$ cat src/rtl/ctrl3w_pkg.sv
package ctrl3w_pkg;

    localparam int unsigned BYTE_BITS = 8;
    localparam int unsigned CNT_W     = $clog2(BYTE_BITS);
    localparam int unsigned LINES     = 3;   // {mode, data, clock}

    typedef enum logic [1:0] {
        XF_DATA   = 2'b00,
        XF_RSVD1  = 2'b01,
        XF_STATUS = 2'b10,
        XF_RSVD3  = 2'b11
    } xfer_e;

    typedef struct packed {
        logic [1:0] ratio;
        logic [2:0] fmt;
        logic [5:0] vol;
        logic [1:0] deem;
        logic       mute;
    } cfg_t;

    localparam logic [1:0] RATIO_RESET = 2'b10;
    localparam logic [2:0] FMT_LAST    = 3'b100;
    localparam logic [1:0] DEEM_STATIC = 2'b10;

endpackage

$ cat src/rtl/ctrl3w_sync.sv
module ctrl3w_sync #(
    parameter int unsigned W      = 3,
    parameter int unsigned STAGES = 2
) (
    input  logic         clk,
    input  logic         rst_n,
    input  logic [W-1:0] async_i,
    output logic [W-1:0] sync_o
);

    typedef struct packed {
        logic [STAGES-1:0][W-1:0] stg;
    } sync_st_t;

    sync_st_t st_d, st_q;

    always_comb begin
        st_d = st_q;
        st_d.stg[0] = async_i;
        for (int i = 1; i < STAGES; i++) begin
            st_d.stg[i] = st_q.stg[i-1];
        end
    end

    always_ff @(posedge clk or negedge rst_n) begin
        if (!rst_n) st_q <= '0;
        else        st_q <= st_d;
    end

    assign sync_o = st_q.stg[STAGES-1];

endmodule

$ cat src/rtl/ctrl3w_shift.sv
module ctrl3w_shift
    import ctrl3w_pkg::*;
(
    input  logic                 clk,
    input  logic                 rst_n,
    input  logic                 clk_s,
    input  logic                 data_s,
    input  logic                 mode_s,
    output logic                 done_o,
    output logic [BYTE_BITS-1:0] byte_o,
    output logic                 byte_mode_o
);

    typedef struct packed {
        logic                 clk_prev;
        logic                 mode_prev;
        logic [CNT_W-1:0]     cnt;
        logic [BYTE_BITS-1:0] sr;
        logic                 done;
        logic [BYTE_BITS-1:0] byte_v;
        logic                 byte_mode;
    } shift_st_t;

    shift_st_t st_d, st_q;
    logic      clk_rise;
    logic      mode_chg;

    assign clk_rise = clk_s & ~st_q.clk_prev;
    assign mode_chg = mode_s ^ st_q.mode_prev;

    always_comb begin
        st_d           = st_q;
        st_d.clk_prev  = clk_s;
        st_d.mode_prev = mode_s;
        st_d.done      = 1'b0;
        if (mode_chg) begin
            st_d.cnt = '0;
        end else if (clk_rise) begin
            st_d.sr  = {data_s, st_q.sr[BYTE_BITS-1:1]};
            st_d.cnt = st_q.cnt + 1'b1;
            if (st_q.cnt == CNT_W'(BYTE_BITS - 1)) begin
                st_d.done      = 1'b1;
                st_d.byte_v    = {data_s, st_q.sr[BYTE_BITS-1:1]};
                st_d.byte_mode = mode_s;
                st_d.cnt       = '0;
            end
        end
    end

    always_ff @(posedge clk or negedge rst_n) begin
        if (!rst_n) st_q <= '0;
        else        st_q <= st_d;
    end

    assign done_o      = st_q.done;
    assign byte_o      = st_q.byte_v;
    assign byte_mode_o = st_q.byte_mode;

    // a finished byte always follows a sampled bus-clock rise
    p_done_after_rise_r1: assert property (@(posedge clk) disable iff (!rst_n)
        st_q.done |-> $past(clk_rise));

    // any mode-line change restarts the bit count
    p_mode_clears_r1: assert property (@(posedge clk) disable iff (!rst_n)
        mode_chg |=> (st_q.cnt == '0 && !st_q.done));

endmodule

$ cat src/rtl/ctrl3w_regs.sv
module ctrl3w_regs
    import ctrl3w_pkg::*;
#(
    parameter logic [5:0] DEV_ADDR = 6'b000101
) (
    input  logic                 clk,
    input  logic                 rst_n,
    input  logic                 done_i,
    input  logic [BYTE_BITS-1:0] byte_i,
    input  logic                 byte_mode_i,
    output cfg_t                 cfg_o
);

    typedef struct packed {
        logic  sel;
        xfer_e xtype;
        cfg_t  cfg;
    } regs_st_t;

    regs_st_t st_d, st_q;

    always_comb begin
        st_d = st_q;
        if (done_i) begin
            if (!byte_mode_i) begin
                st_d.sel   = (byte_i[7:2] == DEV_ADDR);
                st_d.xtype = xfer_e'(byte_i[1:0]);
            end else if (st_q.sel) begin
                unique case (st_q.xtype)
                    XF_DATA: begin
                        unique case (byte_i[7:6])
                            2'b00: st_d.cfg.vol = byte_i[5:0];
                            2'b10: begin
                                st_d.cfg.deem = byte_i[4:3];
                                st_d.cfg.mute = byte_i[2];
                            end
                            default: ;
                        endcase
                    end
                    XF_STATUS: begin
                        if (byte_i[7:6] == 2'b00) begin
                            if (byte_i[5:4] != 2'b11)  st_d.cfg.ratio = byte_i[5:4];
                            if (byte_i[3:1] <= FMT_LAST) st_d.cfg.fmt = byte_i[3:1];
                        end
                    end
                    default: ;
                endcase
            end
        end
    end

    always_ff @(posedge clk or negedge rst_n) begin
        if (!rst_n) begin
            st_q           <= '0;
            st_q.xtype     <= XF_DATA;
            st_q.cfg.ratio <= RATIO_RESET;
        end else begin
            st_q <= st_d;
        end
    end

    assign cfg_o = st_q.cfg;

    // configuration moves only right after a completed byte
    p_cfg_after_byte_r1: assert property (@(posedge clk) disable iff (!rst_n)
        !$stable(st_q.cfg) |-> $past(done_i && byte_mode_i));

    // a deselected device never changes its configuration
    p_desel_r3: assert property (@(posedge clk) disable iff (!rst_n)
        !$stable(st_q.cfg) |-> $past(st_q.sel));

    // unused ratio and format codes never reach the registers
    p_ratio_valid_r8: assert property (@(posedge clk) disable iff (!rst_n)
        st_q.cfg.ratio != 2'b11);
    p_fmt_valid_r8: assert property (@(posedge clk) disable iff (!rst_n)
        st_q.cfg.fmt <= FMT_LAST);

endmodule

$ cat src/rtl/ctrl3w_slave.sv
module ctrl3w_slave
    import ctrl3w_pkg::*;
#(
    parameter int unsigned SYNC_STAGES = 2,
    parameter logic [5:0]  DEV_ADDR    = 6'b000101
) (
    input  logic       clk,
    input  logic       rst_n,
    input  logic       bus_clk,
    input  logic       bus_data,
    input  logic       bus_mode,
    input  logic       static_sel,
    input  logic       pin_mute,
    input  logic       pin_deem,
    input  logic       pin_fmt0,
    input  logic       pin_fmt1,
    output logic [1:0] clk_ratio,
    output logic [2:0] in_fmt,
    output logic [5:0] volume,
    output logic [1:0] deemph,
    output logic       mute
);

    logic [LINES-1:0]     lines_s;
    logic                 done;
    logic [BYTE_BITS-1:0] byte_v;
    logic                 byte_mode;
    cfg_t                 cfg;

    ctrl3w_sync #(.W(LINES), .STAGES(SYNC_STAGES)) u_sync (
        .clk     (clk),
        .rst_n   (rst_n),
        .async_i ({bus_mode, bus_data, bus_clk}),
        .sync_o  (lines_s)
    );

    ctrl3w_shift u_shift (
        .clk         (clk),
        .rst_n       (rst_n),
        .clk_s       (lines_s[0]),
        .data_s      (lines_s[1]),
        .mode_s      (lines_s[2]),
        .done_o      (done),
        .byte_o      (byte_v),
        .byte_mode_o (byte_mode)
    );

    ctrl3w_regs #(.DEV_ADDR(DEV_ADDR)) u_regs (
        .clk         (clk),
        .rst_n       (rst_n),
        .done_i      (done),
        .byte_i      (byte_v),
        .byte_mode_i (byte_mode),
        .cfg_o       (cfg)
    );

    always_comb begin
        clk_ratio = cfg.ratio;
        volume    = cfg.vol;
        if (static_sel) begin
            mute   = pin_mute;
            deemph = pin_deem ? DEEM_STATIC : 2'b00;
            in_fmt = {1'b0, pin_fmt1, pin_fmt0};
        end else begin
            mute   = cfg.mute;
            deemph = cfg.deem;
            in_fmt = cfg.fmt;
        end
    end

endmodule

$ cat config.mk
export PLATFORM = sky130hd
export DESIGN_NAME = ctrl3w_slave
export DESIGN_NICKNAME = d
export VERILOG_FILES = /design/src/rtl/ctrl3w_pkg.sv /design/src/rtl/ctrl3w_sync.sv /design/src/rtl/ctrl3w_shift.sv /design/src/rtl/ctrl3w_regs.sv /design/src/rtl/ctrl3w_slave.sv
export SDC_FILE = /design/constraint.sdc
export NUM_CORES = 1
export LEC_CHECK = 0
export BUFFER_PORTS_ARGS = -buffer_cell sky130_fd_sc_hd__buf_2
export CORE_MARGIN = 2
export CORE_UTILIZATION = 35
export DETAILED_ROUTE_END_ITERATION = 10
export PLACE_DENSITY = 0.54
export SLEW_MARGIN = 5
export SYNTH_ARGS = -nofsm -noshare
export SYNTH_HDL_FRONTEND = slang
export SYNTH_SLANG_ARGS = --single-unit
export TNS_END_PERCENT = 5
$ cat constraint.sdc
create_clock -name clk -period 1.75 [get_ports clk]
set_input_delay 0.175 -clock clk [delete_from_list [all_inputs] [get_ports clk]]
set_output_delay 0.175 -clock clk [all_outputs]
set_load 0.03 [all_outputs]
; ---- Word-level counts from Yosys, hierarchy flattened
; Cells that the tools add are included.
[word_totals]
regBits = 46
inputBits = 10
output_inout_bits = 14
word_cells = 47
[op_classes]
n_addsub = 1
magnitude_cmp = 1
n_eq_ne = 5
muxes = 9
bitwise = 5
n_reduce_logical = 10
[op_table]
columns = operator, n
row1 = $mux W21, 1
row2 = $mux W10, 2
row3 = $reduce_and A6 Y1, 2
row4 = $reduce_and A5 Y1, 2
row5 = $mux W3, 3
row6 = $eq A6 B3 Y1 const B, 1
row7 = $eq A2 B2 Y1 const B, 2
row8 = $logic_not A2 Y1, 2
row9 = $mux W2, 2
row10 = $reduce_and A2 Y1, 2
row11 = $add A3 B1 Y3 const B, 1
row12 = $eq A3 B3 Y1 const B, 1
row13 = $le A3 B3 Y1 const B, 1
row14 = $not A1 Y1, 3
row15 = $reduce_and A3 Y1, 1
row16 = $ne A2 B2 Y1 const B, 1
row17 = $reduce_bool A2 Y1, 1
row18 = $and A1 B1 Y1, 1
row19 = $mux W1, 1
row20 = $xor A1 B1 Y1, 1

; ---- Logic depth before layout (Yosys ltp)
[logic_depth]
ltp_word = 4
mapped_depth = 5
mapped_depth_nobuf = 5

; ---- Hierarchy
; Synthesis repeated with hierarchy kept, for this count alone.
[unflattened]
hier_cells = 139
area_unflattened_um2 = 1968.1
[by_module_without_submodules]
columns = mod, n_inst, cells_each, area_per_inst_um2, seq_area_each_um2
row1 = ctrl3w_shift, 1, 61, 914.6, 550.5
row2 = ctrl3w_regs, 1, 66, 840.8, 426.7
row3 = ctrl3w_sync, 1, 6, 150.1, 150.1
row4 = ctrl3w_slave, 1, 6, 62.6, 0.0

; ---- Worst setup path after synthesis
; Ideal clock, no wire load.
[synth_path]
path_kind = flip-flop to flip-flop
startpoint = register u_shift.st_q[18] (netlist bit)
endpoint = register u_shift.st_q, in the netlist u_shift.byte_mode_o
setup_time_ns = 0.125
arrival_ns = 1.237
required_time_ns = 1.625
path_slack_ns = 0.388
stages_incl_launch_ff = 5
n_path_buf = 0
period_less_slack_ns = 1.362
path_cell_list = dfrtp_1 -> ha_1 -> ha_1 -> nand3_4 -> mux2_2
[synth_between]
elab_chain_cells = 2
[synth_rtl]
columns = element, line_no
row1 = from (decl), ctrl3w_shift.sv:24  ; shift_st_t st_d, st_q;
row2 = from (signal assigned), ctrl3w_shift.sv:52  ; else st_q <= st_d;
row3 = $eq A3 B3 Y1, ctrl3w_shift.sv:41  ; if (st_q.cnt == CNT_W'(BYTE_BITS - 1)) begin
row4 = $reduce_and A3 Y1 (no source line), -
; No other way between the ends.
; A chain may end at the register's enable or synchronous reset.

; ---- Worst setup path in the final report
[layout_path]
startpoint = register u_shift.st_q[18] (netlist bit)
endpoint = register u_shift.st_q, in the netlist u_shift.byte_o[4]
; Same word-level chain as after synthesis.

==> reports/metrics.yaml <==
placed_design:
  detailed_place_hpwl_mm: 2.336
  last_weighted_congestion_value_of_the_routability_driven_placer: 0.7202
  dpl_cell_area_sq_um: 2072
  buffer_ports.inserted: 23
hold_path:
  cell_depth_of_the_worst_min_delay_path: 0
  min-delay-path-class: "reg2reg"
  holdCritStartpoint: "u_sync.st_d[5]$_DFF_PN0_"
clock_tree:
  cts_buffer_depth: 2
  htree_num_levels: 2
  tritoncts: "yes"
  cts.clk_slew.worst_paths_ns: 0.08
  numClockSinks: 45
  post_cts_buffers: 0
  worstSkewPairLatency_ns: 0.29
  numCtsBuffers: 5
  ctsRootBufferMaster: "clkbuf_8"
global_routing:
  number_of_antenna_violations_at_the_first_check_in_global_routing: 0
  overflow: 0
  gr-usage-all-layers: 0.1172
  grt_pass1_wl_mm: 5.444
  number_of_global_route_vias_before_repair: 1149
  pin_count_of_the_biggest_net_entering_global_routing: 26
timing:
  slew_limit_headroom: 0.6233
  grt_setup_unrepaired: "false"
  finalWorstPathRequiredPeriod_ns: 1.470
  worst-slew-pin-transition_ns: 0.5650
  setup_viol_count_final: 0
  max_freq_mhz: 680.2
  finalMaxSlewViolations: 0
  timing.clock.skew_ns: 0.006327
  final-hold-violation-count: 0
  timing.final.crit_share: 0.8401
  setup_total_negative_slack_ns: 0
setup_path:
  cp-end-kind: "flip-flop"
  crit_fanout: 10
  crit_type: "reg2reg"
  timing.reg2reg.worst_path_depth: 4
  critPathLaunch: "u_shift.st_q[18]$_DFFE_PN0P_"
  critPathArrivalTime_ns: 1.65
  required_ns: 1.93
  worstReg2RegStart: "u_shift.st_q[18]$_DFFE_PN0P_"
  start_kind: "flip-flop"
pwr:
  cellPowerDensity_nw_per_um2: 942.5
  finalPower_mw: 2.096
  worst_ir_drop_vdd_v: 0.0004091
  power.static_leakage_nw: 1.106
logic_synthesis:
  syn_nets: 145
  number_of_instances_in_the_synthesized_netlist: 132
  ys_ff_latch: 45
  synthesis.area_per_instance_sq_um: 14.54
  synth_area_leader_cell: "dfrtp_1"
  yosys_warn_count: 0
  yosysUniqueCellTypes: 31
  synth_top_cell_area_share: 0.5737
  synth_area_leaders: "dfrtp_1 57%, mux2_2 13%, mux2_4 4.7%"
  syn_area_sq_um: 1919
  synth-seq-area-share: 0.5874
routing:
  antenna_left: 0
  route.top_layer_used: "met4"
  drt_pre_antenna_iters: 4
  wire_length_on_met3_microns: 180
  first_iter_violations: 62
  viasPerCell: 4.770
  route.met2.wl_mm: 1.587
  drt-wirelength-per-cell_microns: 13.83
  routed_wirelength_mm: 3.181
  via_count: 1097
  wl_met1_mm: 1.363
  residual_drc_count: 0
floorplan:
  die_height_microns: 78.05
  fp.dieW_microns: 78.05
  initial_core_util: 0.3688
  top_level_ports: 24
  design.core.area_sq_um: 5205
  floorplan.die_area_sq_um: 6092
  fp-row-count: 26
cells_and_area:
  most_frequent_standard_cell_in_the_layout_excluding_fill_and_tap_cells: "dfrtp_1"
  layout.cells.most_common_list: "44 x dfrtp_1, 23 x mux2_2, 23 x buf_2"
  drive_gt1_frac: 0.4313
  layout.cell_area.non_filler_sq_um: 2223
  finalNetCount: 172
  layout-area-overhead-vs-synth_pct: 15.84
  antenna_cells: 0
  post-route-util: 0.4272
status:
  status: "completed"
run:
  max_cap_violations: 0
-- registers in the layout, indices dropped and copies added, names as in the netlist --
| name | flops |
|---|---|
| u_sync.sync_o | 3 |
| u_shift.byte_mode_o | 1 |
| u_regs.cfg_o | 14 |
| u_shift.done_o | 1 |
| u_regs.st_q | 3 |
| u_shift.st_q | 12 |
| u_shift.byte_o | 8 |
| u_sync.st_d | 3 |
-- worst max-delay path, cell delays in order, from the launching register on --
cell and delay, ns:
dfrtp_1 0.41, ha_1 0.23, ha_1 0.22, nand3_4 0.14, mux2_2 0.35
-- cells in the mapped netlist --
cell and number:
ha_1 3, nand3_4 1, nor3_1 2, nor4b_1 1
nand3_2 1, buf_4 9, dfrtp_1 44, nor2b_1 3
mux2_1 2, or3b_4 1, inv_1 2, nand4_1 1
nand3_1 1, nand3b_1 1, xnor2_2 1, a21oi_1 7
buf_2 1, nor2_1 7, and4b_1 1, nand3b_4 1
dfstp_2 1, mux2_2 23, nand4b_1 1, mux2i_1 3
nor4_1 1, o22a_1 3, and2b_1 1, mux2_4 6
nand2_2 1, nand2b_1 1, xor2_1 1
-- path summary, 6_finish.rpt --
path                                            endpoint  slack [ns]
max                        u_shift.byte_o[4]$_DFFE_PN0P_        0.28
min                           u_sync.sync_o[2]$_DFF_PN0_        0.36
max reg2reg                u_shift.byte_o[4]$_DFFE_PN0P_        0.28
min reg2reg                   u_sync.sync_o[2]$_DFF_PN0_        0.36
max in group asynchronous   u_regs.cfg_o[13]$_DFFE_PN1P_        0.70
min in group asynchronous   u_shift.st_q[18]$_DFFE_PN0P_        0.42
-- power breakdown --
group          switching (mW)  internal [mW]
Sequential             0.0512           1.12
Clock                   0.343          0.429
Combinational          0.0665         0.0878
Total                   0.460           1.64
-- final cells by class --
cell class | instances | area [sq um]
clock buffer | 6 | 72.57
clock inverter | 2 | 38.79
fill | 488 | 2982
inverter | 2 | 7.507
multi-input combinational | 75 | 711.9
sequential | 45 | 1127
tap | 70 | 87.58
timing repair buffer | 30 | 177.7
-- stage by stage --
step,setup WS [ns],hold slack (ns),cells
6_report,0.2797,0.3558,230
5_1_grt,0.1976,0.3610,230
4_1_cts,0.2751,0.3589,230
3_5_place_dp,0.2949,0.2040,218
3_3_place_gp,0.3354,0.1912,218
2_1_floorplan,0.3878,-0.1206,132
-- what timing repair did --
item	4_1_cts	5_1_grt
hold buffers	4	0
gates resized for setup	0	0
hold endpoints to repair	26	0
-- logic make-up (layout without fill, tap and decap cells) --
family | count (synthesis) | count (layout) | share of synthesized area
flip-flops | 45 | 45 | 0.5874
multiplexers | 34 | 34 | 0.2093
AO/OA/AOI/OAI | 10 | 10 | 0.03194
adder cells (fa/ha/maj) | 3 | 3 | 0.01956
buffers and inverters | 12 | 40 | 0.04172
XOR/XNOR | 2 | 2 | 0.01304
AND/OR/NAND/NOR | 26 | 26 | 0.09715
-- routing by layer --
layer,vias to the layer above,track usage
met1,553,0.1454
met4,0,0.05263
met5,-,0
met2,28,0.1897
li1,511,-
met3,5,0.03448
No activity file was read; power rests on OpenSTA's default activity.
